`src/rtl/irqPkg.sv`:
```
package irqPkg;
  parameter int NUM_VEC  = 7;
  parameter int NUM_TEST = 2;
  parameter int NUM_FLAG = NUM_VEC + NUM_TEST;
  parameter int NUM_PIN  = 5;
  parameter int IDX_W    = $clog2(NUM_VEC + 1);
  parameter int VEC_W    = IDX_W + 1;
  parameter int STAT_W   = 2;

  // Edge mode encoding shared by all edge detectors
  parameter logic [1:0] EDGE_RISE = 2'b00;
  parameter logic [1:0] EDGE_FALL = 2'b01;
  parameter logic [1:0] EDGE_BOTH = 2'b10;
  parameter logic [1:0] EDGE_OFF  = 2'b11;

  typedef struct packed {
    logic              accept;
    logic [IDX_W-1:0]  idx;
    logic              statusUp;
    logic              statusDown;
  } ctrlStrobes_t;
endpackage

```
`src/rtl/irqEdgeDet.sv`:
```
module irqEdgeDet (
  input  logic       clk,
  input  logic       rstN,
  input  logic       pin,
  input  logic [1:0] mode,
  output logic       edgeHit
);
  import irqPkg::*;

  logic prevLevel;

  always_ff @(posedge clk or negedge rstN) begin
    if (!rstN) prevLevel <= 1'b0;
    else       prevLevel <= pin;
  end

  always_comb begin
    unique case (mode)
      EDGE_RISE: edgeHit = pin & ~prevLevel;
      EDGE_FALL: edgeHit = ~pin & prevLevel;
      EDGE_BOTH: edgeHit = pin ^ prevLevel;
      default:   edgeHit = 1'b0;
    endcase
  end
endmodule

```
`src/rtl/irqDatapath.sv`:
```
module irqDatapath
  import irqPkg::*;
(
  input  logic                clk,
  input  logic                rstN,
  input  logic [NUM_PIN-1:0]  pins,
  input  logic                tickBt,
  input  logic                tickSer,
  input  logic                tickT0,
  input  logic                tickT1,
  input  logic [1:0]          int0Mode,
  input  logic [NUM_TEST-1:0] testClr,
  input  ctrlStrobes_t        strobes,
  output logic [NUM_FLAG-1:0] reqFlags,
  output logic [STAT_W-1:0]   status,
  output logic                vecValid,
  output logic [VEC_W-1:0]    vecAddr
);
  // pin order: 0 = A (both), 1 = B (programmable), 2 = C (rise),
  //            3 = test 2 (rise), 4 = test 3 (fall)
  logic [NUM_PIN-1:0]  pinHit;
  logic [NUM_FLAG-1:0] setMask;
  logic [NUM_FLAG-1:0] clrMask;

  function automatic logic [1:0] fixedMode(input int p);
    case (p)
      0:       return EDGE_BOTH;
      2:       return EDGE_RISE;
      3:       return EDGE_RISE;
      4:       return EDGE_FALL;
      default: return EDGE_OFF;
    endcase
  endfunction

  for (genvar gp = 0; gp < NUM_PIN; gp++) begin : gEdge
    logic [1:0] pinMode;
    if (gp == 1) begin : gProg
      assign pinMode = int0Mode;
    end else begin : gFixed
      assign pinMode = fixedMode(gp);
    end
    irqEdgeDet uEdge (
      .clk     (clk),
      .rstN    (rstN),
      .pin     (pins[gp]),
      .mode    (pinMode),
      .edgeHit (pinHit[gp])
    );
  end

  always_comb begin
    setMask    = '0;
    setMask[0] = tickBt;
    setMask[1] = pinHit[0];
    setMask[2] = pinHit[1];
    setMask[3] = pinHit[2];
    setMask[4] = tickSer;
    setMask[5] = tickT0;
    setMask[6] = tickT1;
    setMask[NUM_VEC]   = pinHit[3];
    setMask[NUM_VEC+1] = pinHit[4];
  end

  for (genvar gf = 0; gf < NUM_FLAG; gf++) begin : gClr
    if (gf < NUM_VEC) begin : gVecClr
      assign clrMask[gf] = strobes.accept && (strobes.idx == IDX_W'(gf));
    end else begin : gTestClr
      assign clrMask[gf] = testClr[gf-NUM_VEC];
    end
  end

  always_ff @(posedge clk or negedge rstN) begin
    if (!rstN) reqFlags <= '0;
    else       reqFlags <= (reqFlags & ~clrMask) | setMask;
  end

  always_ff @(posedge clk or negedge rstN) begin
    if (!rstN) begin
      status <= '0;
    end else if (strobes.statusDown) begin
      status <= status - 1'b1;
    end else if (strobes.statusUp) begin
      status <= status + 1'b1;
    end
  end

  always_ff @(posedge clk or negedge rstN) begin
    if (!rstN) begin
      vecValid <= 1'b0;
      vecAddr  <= '0;
    end else begin
      vecValid <= strobes.accept;
      if (strobes.accept) vecAddr <= {strobes.idx, 1'b0};
    end
  end
endmodule

```
`src/rtl/irqControl.sv`:
```
module irqControl
  import irqPkg::*;
(
  input  logic [NUM_VEC-1:0] vecFlags,
  input  logic [STAT_W-1:0]  status,
  input  logic [NUM_VEC-1:0] enableMask,
  input  logic               masterEn,
  input  logic [IDX_W-1:0]   hiSel,
  input  logic               retStrobe,
  output ctrlStrobes_t       strobes,
  output logic               wakeReq
);
  logic [NUM_VEC-1:0] pendEn;
  logic               anyPend;
  logic [IDX_W-1:0]   lowIdx;
  logic               hiValid;
  logic               hiPend;
  logic               takeLow;
  logic               takeHi;

  assign pendEn  = vecFlags & enableMask;
  assign anyPend = |pendEn;
  assign wakeReq = anyPend;

  always_comb begin
    lowIdx = '0;
    for (int i = NUM_VEC - 1; i >= 0; i--) begin
      if (pendEn[i]) lowIdx = IDX_W'(i);
    end
  end

  assign hiValid = (hiSel < IDX_W'(NUM_VEC));
  assign hiPend  = hiValid && pendEn[hiSel];

  always_comb begin
    takeLow = 1'b0;
    takeHi  = 1'b0;
    if (masterEn && !retStrobe) begin
      if (status == 2'd0) begin
        takeHi  = hiPend;
        takeLow = anyPend && !hiPend;
      end else if (status == 2'd1) begin
        takeHi  = hiPend;
      end
    end
  end

  always_comb begin
    strobes.accept     = takeLow || takeHi;
    strobes.idx        = takeHi ? hiSel : lowIdx;
    strobes.statusUp   = takeLow || takeHi;
    strobes.statusDown = retStrobe && (status != '0);
  end
endmodule

```
`src/rtl/irqVectorCtrl.sv`:
```
module irqVectorCtrl
  import irqPkg::*;
(
  input  logic                clk,
  input  logic                rstN,
  input  logic                tickBt,
  input  logic                tickSer,
  input  logic                tickT0,
  input  logic                tickT1,
  input  logic                pinA,
  input  logic                pinB,
  input  logic                pinC,
  input  logic                testPin2,
  input  logic                testPin3,
  input  logic [1:0]          int0Mode,
  input  logic [NUM_TEST-1:0] testClr,
  input  logic [NUM_VEC-1:0]  enableMask,
  input  logic                masterEn,
  input  logic [IDX_W-1:0]    hiSel,
  input  logic                retStrobe,
  output logic [NUM_FLAG-1:0] reqFlags,
  output logic [STAT_W-1:0]   status,
  output logic                vecValid,
  output logic [VEC_W-1:0]    vecAddr,
  output logic                wakeReq
);
  ctrlStrobes_t strobes;

  irqDatapath uDp (
    .clk      (clk),
    .rstN     (rstN),
    .pins     ({testPin3, testPin2, pinC, pinB, pinA}),
    .tickBt   (tickBt),
    .tickSer  (tickSer),
    .tickT0   (tickT0),
    .tickT1   (tickT1),
    .int0Mode (int0Mode),
    .testClr  (testClr),
    .strobes  (strobes),
    .reqFlags (reqFlags),
    .status   (status),
    .vecValid (vecValid),
    .vecAddr  (vecAddr)
  );

  irqControl uCtl (
    .vecFlags   (reqFlags[NUM_VEC-1:0]),
    .status     (status),
    .enableMask (enableMask),
    .masterEn   (masterEn),
    .hiSel      (hiSel),
    .retStrobe  (retStrobe),
    .strobes    (strobes),
    .wakeReq    (wakeReq)
  );
endmodule

```
`config.mk`:
```
export PLATFORM = sky130hd
export DESIGN_NAME = irqVectorCtrl
export DESIGN_NICKNAME = d
export VERILOG_FILES = /design/src/rtl/irqPkg.sv /design/src/rtl/irqEdgeDet.sv /design/src/rtl/irqDatapath.sv /design/src/rtl/irqControl.sv /design/src/rtl/irqVectorCtrl.sv
export SDC_FILE = /design/constraint.sdc
export NUM_CORES = 1
export LEC_CHECK = 0
export BUFFER_PORTS_ARGS = -buffer_cell sky130_fd_sc_hd__buf_2
export CAP_MARGIN = 20
export CORE_MARGIN = 10
export CORE_UTILIZATION = 45
export DETAILED_ROUTE_END_ITERATION = 7
export GPL_TIMING_DRIVEN = 0
export PLACE_DENSITY = 0.82
export SYNTH_ARGS = -nofsm -noshare
export SYNTH_HDL_FRONTEND = slang
export SYNTH_SLANG_ARGS = --single-unit
```
`constraint.sdc`:
```
create_clock -name clk -period 2.1 [get_ports clk]
set_clock_uncertainty 0.1 [all_clocks]
set_input_delay 0.63 -clock clk [delete_from_list [all_inputs] [get_ports clk]]
set_output_delay 0.63 -clock clk [all_outputs]
set_load 0.01 [all_outputs]
```
# Yosys cells after proc, flatten, opt, wreduce, memory -nomap -nowiden
# Index checks and enable logic that the tools add are counted.
word_totals:
  ff_bits: 20
  word_cells: 76
op_classes:
  n_reduce_logical: 20
  n_mux: 18
  n_addsub: 2
  order_cmp: 2
  n_eq_ne: 9
  n_bitwise: 16
op_table:
  columns: ["cell", "count"]
  rows:
  - ["3-bit two-way mux", 8]
  - ["1-bit logical AND", 11]
  - ["9-bit bitwise AND", 1]
  - ["3-bit == test (second input constant)", 3]
  - ["9-bit NOT", 1]
  - ["9-bit bitwise OR", 1]
  - ["7-bit bitwise AND", 1]
  - ["7-bit OR reduction", 1]
  - ["3-bit by 2-bit == test with 1-bit output (second input constant)", 2]
  - ["1-bit two-way mux", 6]
  - ["1-bit bitwise AND", 5]
  - ["1-bit NOT", 5]
  - ["2-bit by 1-bit == test with 1-bit output (second input constant)", 2]
  - ["2-bit logical NOT", 2]
  - ["3-bit by 4-bit less-than comparator with 1-bit output (second input constant)", 1]
  - ["2-bit two-way mux", 2]
  - ["2-bit nonzero test", 2]
  - ["1-bit binary-select mux with 3-bit select", 1]
  - ["3-bit by 1-bit == test with 1-bit output (second input constant)", 1]
  - ["3-bit logical NOT", 1]
  - ["3-bit less-than comparator (second input constant)", 1]
  - ["1-bit case mux with 3 select lines", 1]
  - ["2-bit by 1-bit adder with 2-bit output (second input constant)", 1]
  - ["2-bit == test (second input constant)", 1]
  - ["4 further kinds", 6]

# Longest topological paths before layout
# Gate-level depths: netlist of run 1.
depth:
  ltp_word: 14
  mapped_depth: 7

# Cells and area by module
# A second synthesis of run 1 with hierarchy kept.
hier_totals:
  cells_unflattened: 129
  hier_area_um2: 1298.7
modules_own_cells:
  columns: ["module", "cells_per_inst", "area_each_um2", "instances", "seq_area_each_um2"]
  rows:
  - ["irqDatapath", 50, 606.8, 1, 375.4]
  - ["irqEdgeDet", 8, 80.1, 5, 25.0]
  - ["irqControl", 39, 291.5, 1, 0.0]

# Least setup slack after synthesis of run 1
# OpenSTA, ideal clock, no wires.
synth_timing:
  path_type: "in2reg"
  startpoint: "in hiSel[0]"
  endpoint: "reg uDp.reqFlags[6]"
  t_arrival_ns: 1.898
  cell_stages: 6
  t_required_ns: 1.874
  path_buffers: 1
  setup_time_ns: 0.126
  setup_slack_ns: -0.024
  cell_sequence: "buf_2 -> nand3b_1 -> a21oi_2 -> o211ai_2 -> mux2i_1 -> a221o_1"
synth_via:
  elab_chain_cells: 12
synth_lines:
  columns: ["element", "line_no", "rtl"]
  rows:
  - ["from (decl)", "irqVectorCtrl.sv:19", "input logic [IDX_W-1:0] hiSel,"]
  - ["1-bit binary-select mux with 3-bit select", "irqControl.sv:33", "assign hiPend = hiValid && pendEn[hiSel];"]
  - ["1-bit two-way mux (implied by the code)", "irqControl.sv:33", null]
  - ["1-bit logical AND", "irqControl.sv:33", null]
  - ["1-bit two-way mux or 1-bit logical NOT (tied branches)", "irqControl.sv:42, irqControl.sv:41", null]
  - ["1-bit two-way mux or 1-bit logical AND (tied branches)", "irqControl.sv:39, irqControl.sv:41", null]
  - ["1-bit two-way mux (on tied branches)", "irqControl.sv:38, irqControl.sv:39", null]
  - ["3-bit two-way mux or 1-bit two-way mux (tied branches)", "irqControl.sv:50, irqControl.sv:38", null]
  - ["3-bit == test or 1-bit logical OR (tied branches)", "irqDatapath.sv:66, irqControl.sv:49", null]
  - ["1-bit logical AND *", "irqDatapath.sv:66", "assign clrMask[gf] = strobes.accept && (strobes.idx == IDX_W'(gf));"]
  - ["9-bit NOT *", "irqDatapath.sv:74", "else reqFlags <= (reqFlags & ~clrMask) | setMask;"]
  - ["9-bit bitwise AND *", "irqDatapath.sv:74", null]
  - ["9-bit bitwise OR *", "irqDatapath.sv:74", null]
  - ["to (signal assigned)", "irqDatapath.sv:74", null]
  - ["to (decl)", "irqDatapath.sv:14", "output logic [NUM_FLAG-1:0] reqFlags,"]
# Mark *: on every way between the ends. The rest lies on a longest branch, timed or not. The select of a mux whose other input is x is not followed.
# A chain may end at the register's enable or synchronous reset.

# Final worst setup path of run 1
layout_timing:
  startpoint: "in enableMask[4]"
  endpoint: "out wakeReq"
layout_via:
  elab_chain_cells: 2
layout_lines:
  columns: ["element", "line_no", "rtl"]
  rows:
  - ["from (decl)", "irqVectorCtrl.sv:17", "input logic [NUM_VEC-1:0] enableMask,"]
  - ["7-bit bitwise AND", "irqControl.sv:21", "assign pendEn = vecFlags & enableMask;"]
  - ["7-bit OR reduction", "irqControl.sv:22", "assign anyPend = |pendEn;"]
  - ["to (decl)", "irqVectorCtrl.sv:25", "output logic wakeReq"]
# No other way between the ends.

==> out/metrics.yaml, run 1 <==
status:
  status: "complete, but fails checks"
  violations: "setup timing"
yosys:
  yosys.area.top_type: "dfrtp_1"
  async_reset_ff_share_pct: 100
  yosys-top-cells-count: "20 x dfrtp_1, 14 x inv_1, 8 x nand2_1, 8 x nand3_1, 6 x o211ai_1"
  syn-num-nets: 167
  yosys.area.top_type_share_pct: 38.4
  ys.flop_type: "dfrtp_1"
  ys_ff_latch: 20
  synth_enable_flop_cells: 0
  syn_area_sq_mm: 0.00130
  post-synth-top-count-cell: "dfrtp_1"
  netlist_instances: 136
  synth.area.top_cells: "dfrtp_1 38%, inv_1 4.0%, ha_1 3.8%"
  yosysWarnings: 0
  syn_area_per_cell_sq_um: 9.59
  synth_seq_area_share_pct: 38.4
  yosysUniqueCellTypes: 51
place:
  portBuffers: 42
  dp_hpwl_mm: 3.03
  dpl_cell_area_sq_mm: 0.00156
  routabilityCongestion: 0.952
  dp.cells: 209
global_routing:
  grt_max_degree: 21
  grt_pass1_wl_mm: 6.44
  overflow: 0
  grtUsageTotal_pct: 14.8
  grt_pass1_vias: 1394
  grt_antenna_before_repair: 0
floorplan:
  initial_core_util_pct: 47.3
  fp.dieH_um: 73.8
  boundaryPins: 44
  fp-row-count: 19
  core-area_sq_mm: 0.00276
  die_w_um: 73.8
  die_area_sq_mm: 0.00545
critical_path:
  crit_path_end: "wakeReq"
  required_ns: 1.37
  slowest_stage: "a222oi_1"
  crit_fanout: 2
  crit_arrival_ns: 1.43
  cp-startpoint: "enableMask[4]"
  cp_top_family: "buffers and inverters"
  path_class: "in2out"
  critPathCaptureType: "output pin"
  rrSetupSlack_ns: 0.04
  reg2reg_depth: 6
  crit_top_cell: "buf_6"
  cpPeakStageDelay_ns: 0.32
  critPathLaunchType: "input port"
  path_cells: "buf_6 > a222oi_1 > buf_4 > nand3_2 > buf_6"
  cp_num_cells: 5
  r2r-end: "uDp.status[1]$_DFFE_PN0P_"
  reg2reg_from: "uDp.status[1]$_DFFE_PN0P_"
  path_buf_inv: 3
worst_hold_path:
  hold_class: "in2async"
clock_tree:
  clk_pin_slew_worst_paths_ns: 0.11
  root_buffer: "clkbuf_4"
  clock_latency_ns: 0.30
  clk_path_buf_depth: 2
  cts_tree: "yes"
  hold_buffers: 0
  cts.sink_count: 20
  cts_max_level: 1
  numCtsBuffers: 3
routing:
  drt_first_iter_violations: 99
  wirelength_mm: 4.13
  remaining_drc_errors: 0
  via_per_inst: 5.95
  wl_per_cell_um: 18.1
  first_pass_iters: 4
  vias: 1357
  drtAntennaViolNets: 0
timing:
  tightest_slew_ns: 0.596
  hold_viol: 0
  slew-limit-headroom_pct: 60.1
  min_period_over_period_pct: 103
  drv_slew: 0
  max_freq_mhz: 462
  finalSetupViolations: 1
  grt_setup_unrepaired: "true"
  worst_slack_ns: -0.0626
  period_minus_slack_ns: 2.16
layout:
  syn_to_final_growth_pct: 37.9
  drive_gt1_share_pct: 42.6
  fin_area_sq_mm: 0.00180
  stdcell_count: 228
  num_antenna_cells: 0
  final_core_utilization_pct: 65.2
  fin_nets: 229
pwr:
  sequentialPowerShare_pct: 39.0
  p_int_mw: 0.794
  p_sw_share_pct: 37.0
  power.switching_mw: 0.467
  leakage_nw: 0.819
  p_comb_share_pct: 43.4
  vdd_drop_max_mv: 0.606
  p_per_area_mw_per_mm2: 701
  power_frac_clock_pct: 17.6
run:
  drv_cap: 0
-- per-stage QoR --
stage	setup WS (ns)	hold WS, ns	TNS [ns]	power, mW
floorplan	-0.000983	0.234	-0.000983	0.793
global placement	-0.357	0.311	-3.16	0.943
detailed placement	-0.470	0.319	-4.33	0.973
CTS	-0.0442	0.163	-0.0442	1.22
global route	-0.107	0.156	-0.201	1.35
finish	-0.0626	0.155	-0.0626	1.26
-- cell usage in the layout, fill, tap and decap left out, types with 2 or more instances in the layout --
master	instances
a221o_1	3
a22oi_2	2
a31o_1	2
a31oi_1	2
buf_2	42
buf_4	16
buf_6	2
clkbuf_4	3
dfrtp_1	19
ha_1	3
inv_1	14
mux2i_1	3
nand2_1	8
nand2b_1	3
nand3_1	7
nand3b_1	3
nand4_1	2
nand4b_1	4
nor2_1	3
nor2b_1	2
nor3_1	2
o211ai_1	6
o21a_1	2
o21ai_0	4
o21ai_4	3
o22ai_1	2
xnor2_1	2
-- state kept, by name, summed over array words and instances, names as in the netlist --
signal                     count
uDp.reqFlags                   9
uDp.gEdge.uEdge.prevLevel      5
uDp.vecAddr                    3
uDp.status                     2
uDp.vecValid                   1
-- power by group through the flow --
stage | logic (mW) | registers, mW | clock network [mW]
floorplan | 0.269 | 0.524 | 0
CTS | 0.506 | 0.491 | 0.224
global placement | 0.448 | 0.495 | 0
detailed placement | 0.474 | 0.499 | 0
global route | 0.600 | 0.501 | 0.251
finish | 0.548 | 0.491 | 0.222
-- area by class of cell --
type | count | area (sq um)
plain buffers | 3 | 17.5
clock buffers | 4 | 36.3
fillers | 237 | 960
inverters | 14 | 52.6
multi-input cells | 99 | 816
flip-flops and latches | 20 | 502
well taps | 31 | 38.8
repair buffers | 57 | 335
-- kinds of logic (layout without fill, tap and decap cells) --
logic type                 count (synthesis)  count (layout)  synth area share (%)
other                                      1               1                 0.288
AOI/OAI and AO/OA                         47              47                  29.4
muxes                                      5               5                  3.93
buffers and inverters                     17              78                  5.37
adders and majority gates                  4               4                  3.84
xor gates and xnor gates                   2               2                  1.34
DFF                                       20              20                  38.4
and+or+nand+nor                           40              40                  17.5
-- how the worst min path moves through the flow --
stage | from | to | cells past startpoint
floorplan | rstN | uDp.gEdge[0].uEdge.prevLevel$_DFF_PN0_ | 0
global placement | uDp.gEdge[3].uEdge.prevLevel$_DFF_PN0_ | uDp.reqFlags[7]$_DFF_PN0_ | 1
detailed placement | uDp.gEdge[3].uEdge.prevLevel$_DFF_PN0_ | uDp.reqFlags[7]$_DFF_PN0_ | 1
CTS | rstN | uDp.status[1]$_DFFE_PN0P_ | 1
global route | rstN | uDp.status[1]$_DFFE_PN0P_ | 1
finish | rstN | uDp.gEdge[1].uEdge.prevLevel$_DFF_PN0_ | 1
-- layer usage --
| metal | part of all wire, % | track usage (%) |
|---|---|---|
| met5 | 0 | 0 |
| met4 | 1.3 | 5.59 |
| met3 | 8.4 | 5.38 |
| met2 | 50 | 24.2 |
| met1 | 40 | 17.1 |
-- repair_timing --
action | CTS | global route
setup endpoints to repair | 10 | 7
pin swaps | 6 | 3
gates resized for setup | 6 | 11
buffers inserted | 11 | 4
gates cloned | 0 | 0
Note: power is estimated with default switching activity, not from simulation.
==> run 2, diff against run 1 <==
--- a/config.mk
+++ b/config.mk
@@ -11,7 +11,8 @@
 export CORE_UTILIZATION = 45
 export DETAILED_ROUTE_END_ITERATION = 7
 export GPL_TIMING_DRIVEN = 0
-export PLACE_DENSITY = 0.82
+export PLACE_DENSITY = 0.71
 export SYNTH_ARGS = -nofsm -noshare
 export SYNTH_HDL_FRONTEND = slang
 export SYNTH_SLANG_ARGS = --single-unit
+export TNS_END_PERCENT = 30
==> out/metrics.yaml, run 2 (synthesis results as in run 1) <==
pwr:
  p_sw_share_pct: 34.2  # was 37.0%
  leakage_nw: 0.803  # was 0.819 nW
  power.total_mw: 1.32  # was 1.26 mW
  p_comb_share_pct: 38.7  # was 43.4%
  sequentialPowerShare_pct: 37.3  # was 39.0%
  power_frac_clock_pct: 24.0  # was 17.6%
  power.switching_mw: 0.450  # was 0.467 mW
  p_per_area_mw_per_mm2: 749  # was 701 mW/mm^2
  vdd_drop_max_mv: 0.715  # was 0.606 mV
  p_int_mw: 0.865  # was 0.794 mW
place:
  dp_hpwl_mm: 2.83  # was 3.03 mm
  dp.cells: 209  # unchanged
  dpl_cell_area_sq_mm: 0.00156  # unchanged
  portBuffers: 42  # unchanged
  routabilityCongestion: 1.00  # was 0.952
  place_ws_ns: -0.365  # was -0.470 ns
timing:
  grt_setup_unrepaired: "true"  # unchanged
  finalSetupViolations: 3  # was 1
  min_period_over_period_pct: 105  # was 103%
  drv_slew: 0  # unchanged
  hold_viol: 0  # unchanged
  period_minus_slack_ns: 2.20  # was 2.16 ns
  worst_slack_ns: -0.104  # was -0.0626 ns
  max_freq_mhz: 454  # was 462 MHz
clock_tree:
  clock_latency_ns: 0.30  # about the same
  clk_pin_slew_worst_paths_ns: 0.12  # was 0.11 ns
  cts.sink_count: 20  # unchanged
  clk_path_buf_depth: 2  # unchanged
  cts_tree: "yes"  # unchanged
  root_buffer: "clkbuf_4"  # unchanged
  numCtsBuffers: 3  # unchanged
  cts_max_level: 1  # unchanged
routing:
  drt_first_iter_violations: 163  # was 99
  drtAntennaViolNets: 0  # unchanged
  vias: 1321  # was 1357
  remaining_drc_errors: 0  # unchanged
  first_pass_iters: 7  # was 4
  wirelength_mm: 3.84  # was 4.13 mm
  via_per_inst: 5.92  # was 5.95
  wl_per_cell_um: 17.2  # was 18.1 um
floorplan:
  die_area_sq_mm: 0.00545  # unchanged
  fp-row-count: 19  # unchanged
  fp.dieH_um: 73.8  # unchanged
  boundaryPins: 44  # unchanged
  core-area_sq_mm: 0.00276  # unchanged
  die_w_um: 73.8  # unchanged
  initial_core_util_pct: 47.3  # unchanged
critical_path:
  cpPeakStageDelay_ns: 0.45  # was 0.32 ns
  rrSetupSlack_ns: 0.01  # was 0.04 ns
  critPathLaunchType: "input port"  # unchanged
  path_class: "in2out"  # unchanged
  required_ns: 1.37  # about the same
  path_cells: "buf_6 > a222oi_1 > nand3_1 > buf_2"  # was buf_6 > a222oi_1 > buf_4 > nand3_2 > buf_6
  slowest_stage: "a222oi_1"  # unchanged
  critPathCaptureType: "output pin"  # unchanged
  cp_top_family: "compound AO/OA/AOI/OAI gates"  # was buffers and inverters
  crit_fanout: 2  # unchanged
  crit_arrival_ns: 1.47  # was 1.43 ns
  path_buf_inv: 2  # was 3
layout:
  fin_nets: 224  # was 229
  final_common_cell: "buf_2"  # unchanged
  stdcell_count: 223  # was 228
  num_antenna_cells: 0  # unchanged
  largest_reg_flops: 9  # unchanged
  fin_area_sq_mm: 0.00176  # was 0.00180 sq mm
  drive_gt1_share_pct: 39.1  # was 42.6%
  final_core_utilization_pct: 63.7  # was 65.2%
  top_register: "uDp.reqFlags"  # unchanged
  reg_top3: "uDp.reqFlags (9), uDp.gEdge.uEdge.prevLevel (5), uDp.vecAddr (3)"  # unchanged
  layout_common_cells: "41 x buf_2, 19 x dfrtp_1, 14 x inv_1"  # was 42 x buf_2, 19 x dfrtp_1, 16 x buf_4
  syn_to_final_growth_pct: 34.6  # was 37.9%
global_routing:
  grt_pass1_vias: 1314  # was 1394
  grt_max_degree: 21  # unchanged
  overflow: 0  # unchanged
  grt_antenna_before_repair: 0  # unchanged
  grtUsageTotal_pct: 13.1  # was 14.8%
  grt_pass1_wl_mm: 5.84  # was 6.44 mm
run:
  drv_cap: 0  # unchanged
worst_hold_path:
  hold_class: "in2async"  # unchanged
status:
  status: "complete, but fails checks"  # unchanged
  violations: "setup timing"  # unchanged
-- run 2: final timing paths --
| path | start | to | cells past startpoint |
|---|---|---|---|
| max | enableMask[4] | wakeReq | 4 |
| min | rstN | uDp.status[0]$_DFFE_PN0P_ | 1 |
| min in group clk | testPin3 | uDp.gEdge[4].uEdge.prevLevel$_DFF_PN0_ | 1 |
| min reg2reg | uDp.gEdge[3].uEdge.prevLevel$_DFF_PN0_ | uDp.reqFlags[7]$_DFF_PN0_ | 1 |
| max reg2reg | uDp.reqFlags[4]$_DFF_PN0_ | uDp.reqFlags[4]$_DFF_PN0_ | 7 |
| max in group asynchronous | rstN | uDp.reqFlags[5]$_DFF_PN0_ | 1 |
-- run 2: worst register-to-register path: stages, from the launching register on --
cell and delay (ns):
dfrtp_1 0.40, a222oi_1 0.45, buf_4 0.19, buf_4 0.11, a31o_1 0.25, a21oi_1 0.07, mux2i_2 0.27, a221o_1 0.20
-- run 2: power groups by stage --
stage | clock network (mW) | logic [mW] | registers (mW)
global route | 0.331 | 0.560 | 0.502
detailed placement | 0 | 0.463 | 0.497
floorplan | 0 | 0.269 | 0.524
global placement | 0 | 0.447 | 0.496
finish | 0.315 | 0.509 | 0.491
CTS | 0.319 | 0.475 | 0.490
-- run 2: layout make-up --
class	count	area [sq um]
inverters	14	52.6
well taps	31	38.8
plain buffers	3	20.0
clock inverters	1	30.0
fillers	238	1000
multi-input cells	99	792
repair buffers	52	298
flip-flops and latches	20	502
clock buffers	3	22.5
-- run 2: timing repair --
| item | in CTS | in global routing |
|---|---|---|
| pin swaps | 3 | 5 |
| hold buffers | 0 | 0 |
| setup endpoints to repair | 7 | 11 |
| buffers inserted | 6 | 4 |
| resized for setup | 4 | 9 |
-- run 2: through the flow --
step,TNS (ns),hold WS [ns]
after floorplan,-0.000983,0.234
after global placement,-3.24,0.312
after detailed placement,-3.49,0.338
after CTS,-0.0746,0.160
after global routing,-0.259,0.178
final,-0.125,0.155
-- run 2: per-layer routing --
| layer | GRT usage [%] | part of all wire [%] |
|---|---|---|
| met3 | 4.71 | 11 |
| met5 | 0 | 0 |
| met2 | 20.5 | 46 |
| met4 | 5.38 | 1.0 |
| met1 | 15.7 | 41 |
==> run 3, diff against run 2 <==
==> constraint.sdc (replaced) <==
create_clock -name clk -period 2.1 [get_ports clk]
set_clock_uncertainty 0.1 [all_clocks]
set_input_delay 0.63 -clock clk [delete_from_list [all_inputs] [get_ports clk]]
set_output_delay 0.63 -clock clk [all_outputs]
set_load 0.005 [all_outputs]
==> out/metrics.yaml, run 3 (synthesis results as in run 1) <==
clock_tree:
  cts.sink_count: 20  # unchanged
  root_buffer: "clkbuf_4"  # unchanged
  cts_tree: "yes"  # unchanged
  clock_latency_ns: 0.30  # about the same
  clk_path_buf_depth: 2  # unchanged
  cts_max_level: 1  # unchanged
  clk_pin_slew_worst_paths_ns: 0.11  # was 0.12 ns
  numCtsBuffers: 3  # unchanged
layout:
  fillers: 247  # was 238
  stdcell_count: 221  # was 223
  final_common_cell: "buf_2"  # unchanged
  largest_reg_flops: 9  # unchanged
  fin_nets: 222  # was 224
  layout_common_cells: "41 x buf_2, 16 x dfrtp_1, 13 x inv_1"  # was 41 x buf_2, 19 x dfrtp_1, 14 x inv_1
  reg_top3: "uDp.reqFlags (9), uDp.gEdge.uEdge.prevLevel (5), uDp.vecAddr (3)"  # unchanged
  top_register: "uDp.reqFlags"  # unchanged
  syn_to_final_growth_pct: 32.2  # was 34.6%
  fin_area_sq_mm: 0.00172  # was 0.00176 sq mm
  drive_gt1_share_pct: 42.1  # was 39.1%
  num_antenna_cells: 0  # unchanged
  final_core_utilization_pct: 62.5  # was 63.7%
critical_path:
  crit_fanout: 2  # unchanged
  critPathLaunchType: "input port"  # unchanged
  cpPeakStageDelay_ns: 0.45  # about the same
  path_class: "in2out"  # unchanged
  reg2reg_from: "uDp.reqFlags[5]$_DFF_PN0_"  # was uDp.reqFlags[4]$_DFF_PN0_
  path_buf_inv: 2  # unchanged
  required_ns: 1.37  # about the same
  critPathCaptureType: "output pin"  # unchanged
  cp_top_family: "compound AO/OA/AOI/OAI gates"  # unchanged
  rrSetupSlack_ns: 0.06  # was 0.01 ns
  crit_arrival_ns: 1.46  # was 1.47 ns
  path_cells: "buf_6 > a222oi_1 > nand3_1 > buf_2"  # unchanged
  reg2reg_depth: 6  # was 7
  slowest_stage: "a222oi_1"  # unchanged
  r2r-end: "uDp.status[1]$_DFFE_PN0P_"  # was uDp.reqFlags[4]$_DFF_PN0_
place:
  portBuffers: 42  # unchanged
  dp.cells: 209  # unchanged
  place_ws_ns: -0.357  # was -0.365 ns
  routabilityCongestion: 1.00  # about the same
  dp_hpwl_mm: 2.81  # was 2.83 mm
  dpl_cell_area_sq_mm: 0.00156  # unchanged
floorplan:
  boundaryPins: 44  # unchanged
  fp-row-count: 19  # unchanged
  fp.dieH_um: 73.8  # unchanged
  initial_core_util_pct: 47.3  # unchanged
  die_area_sq_mm: 0.00545  # unchanged
  die_w_um: 73.8  # unchanged
  core-area_sq_mm: 0.00276  # unchanged
pwr:
  vdd_drop_max_mv: 0.713  # was 0.715 mV
  p_per_area_mw_per_mm2: 696  # was 749 mW/mm^2
  leakage_nw: 0.779  # was 0.803 nW
  power.total_mw: 1.20  # was 1.32 mW
status:
  violations: "setup timing"  # unchanged
  status: "complete, but fails checks"  # unchanged
timing:
  hold_viol: 0  # unchanged
  finalSetupViolations: 1  # was 3
  grt_setup_unrepaired: "true"  # unchanged
  worst_slack_ns: -0.0877  # was -0.104 ns
  drv_slew: 0  # unchanged
  min_period_over_period_pct: 104  # was 105%
  period_minus_slack_ns: 2.19  # was 2.20 ns
  max_freq_mhz: 457  # was 454 MHz
global_routing:
  overflow: 0  # unchanged
  grt_pass1_vias: 1308  # was 1314
  grt_pass1_wl_mm: 6.00  # was 5.84 mm
  grt_max_degree: 21  # unchanged
  grt_antenna_before_repair: 0  # unchanged
  grtUsageTotal_pct: 13.3  # was 13.1%
routing:
  via_per_inst: 6.05  # was 5.92
  wirelength_mm: 3.77  # was 3.84 mm
  first_pass_iters: 4  # was 7
  vias: 1336  # was 1321
  wl_per_cell_um: 17.0  # was 17.2 um
  remaining_drc_errors: 0  # unchanged
  drtAntennaViolNets: 0  # unchanged
  drt_first_iter_violations: 135  # was 163
run:
  drv_cap: 0  # unchanged
worst_hold_path:
  hold_class: "in2async"  # unchanged
## run 3: through the flow
step / hold slack (ns) / TNS, ns
after floorplan: 0.234 / -0.0185
after detailed placement: 0.329 / -3.48
after global routing: 0.181 / -0.106
final: 0.159 / -0.0877
after global placement: 0.312 / -3.18
after CTS: 0.173 / -0.0310
## run 3: repair_timing
action                     4_1_cts  5_1_grt
gates cloned                     0        0
hold buffers                     0        0
setup buffers                    6        2
pin swaps                        6        4
gates resized for setup          6       13
setup endpoints to repair        7       10
## run 3: final cells by class
type                            instances  area (sq um)  share of cell area, %
Multi-Input combinational cell         99           788                   45.7
Timing Repair Buffer                   50           283                   16.4
Clock buffer                            4          36.3                   2.10
Sequential cell                        20           505                   29.3
Inverter                               14          52.6                   3.05
Tap cell                               31          38.8                   2.25
Buffer                                  3          20.0                   1.16
## run 3: metal layers
layer / GRT usage (%) / part of all wire (%)
met1: 16.9 / 43
met2: 20.3 / 47
met3: 4.85 / 8.7
met4: 4.35 / 0.96
met5: 0 / 0
## run 3: report_power, final
part	leakage (nW)	switching, mW	internal (mW)	total, mW
Combinational	0.541	0.260	0.223	0.483
Sequential	0.218	0.0437	0.449	0.493
Clock	0.0210	0.118	0.106	0.224
## run 3: how the worst max path moves through the flow
stage | depth (start not counted) | end | slack [ns] | start
after floorplan | 6 | uDp.vecAddr[2]$_DFFE_PN0P_ | -0.02 | hiSel[2]
after global placement | 5 | uDp.status[1]$_DFFE_PN0P_ | -0.34 | enableMask[4]
after detailed placement | 6 | uDp.reqFlags[0]$_DFF_PN0_ | -0.36 | enableMask[4]
after CTS | 4 | wakeReq | -0.03 | enableMask[4]
after global routing | 4 | wakeReq | -0.08 | enableMask[4]
final | 4 | wakeReq | -0.09 | enableMask[4]
## run 3: worst register-to-register path, cell delays in order, from the launching register on
cell       delay (ns)
dfrtp_2          0.48
a222oi_1         0.37
buf_4            0.19
buf_4            0.11
a31oi_1          0.18
a2111oi_2        0.42
a211o_1          0.15
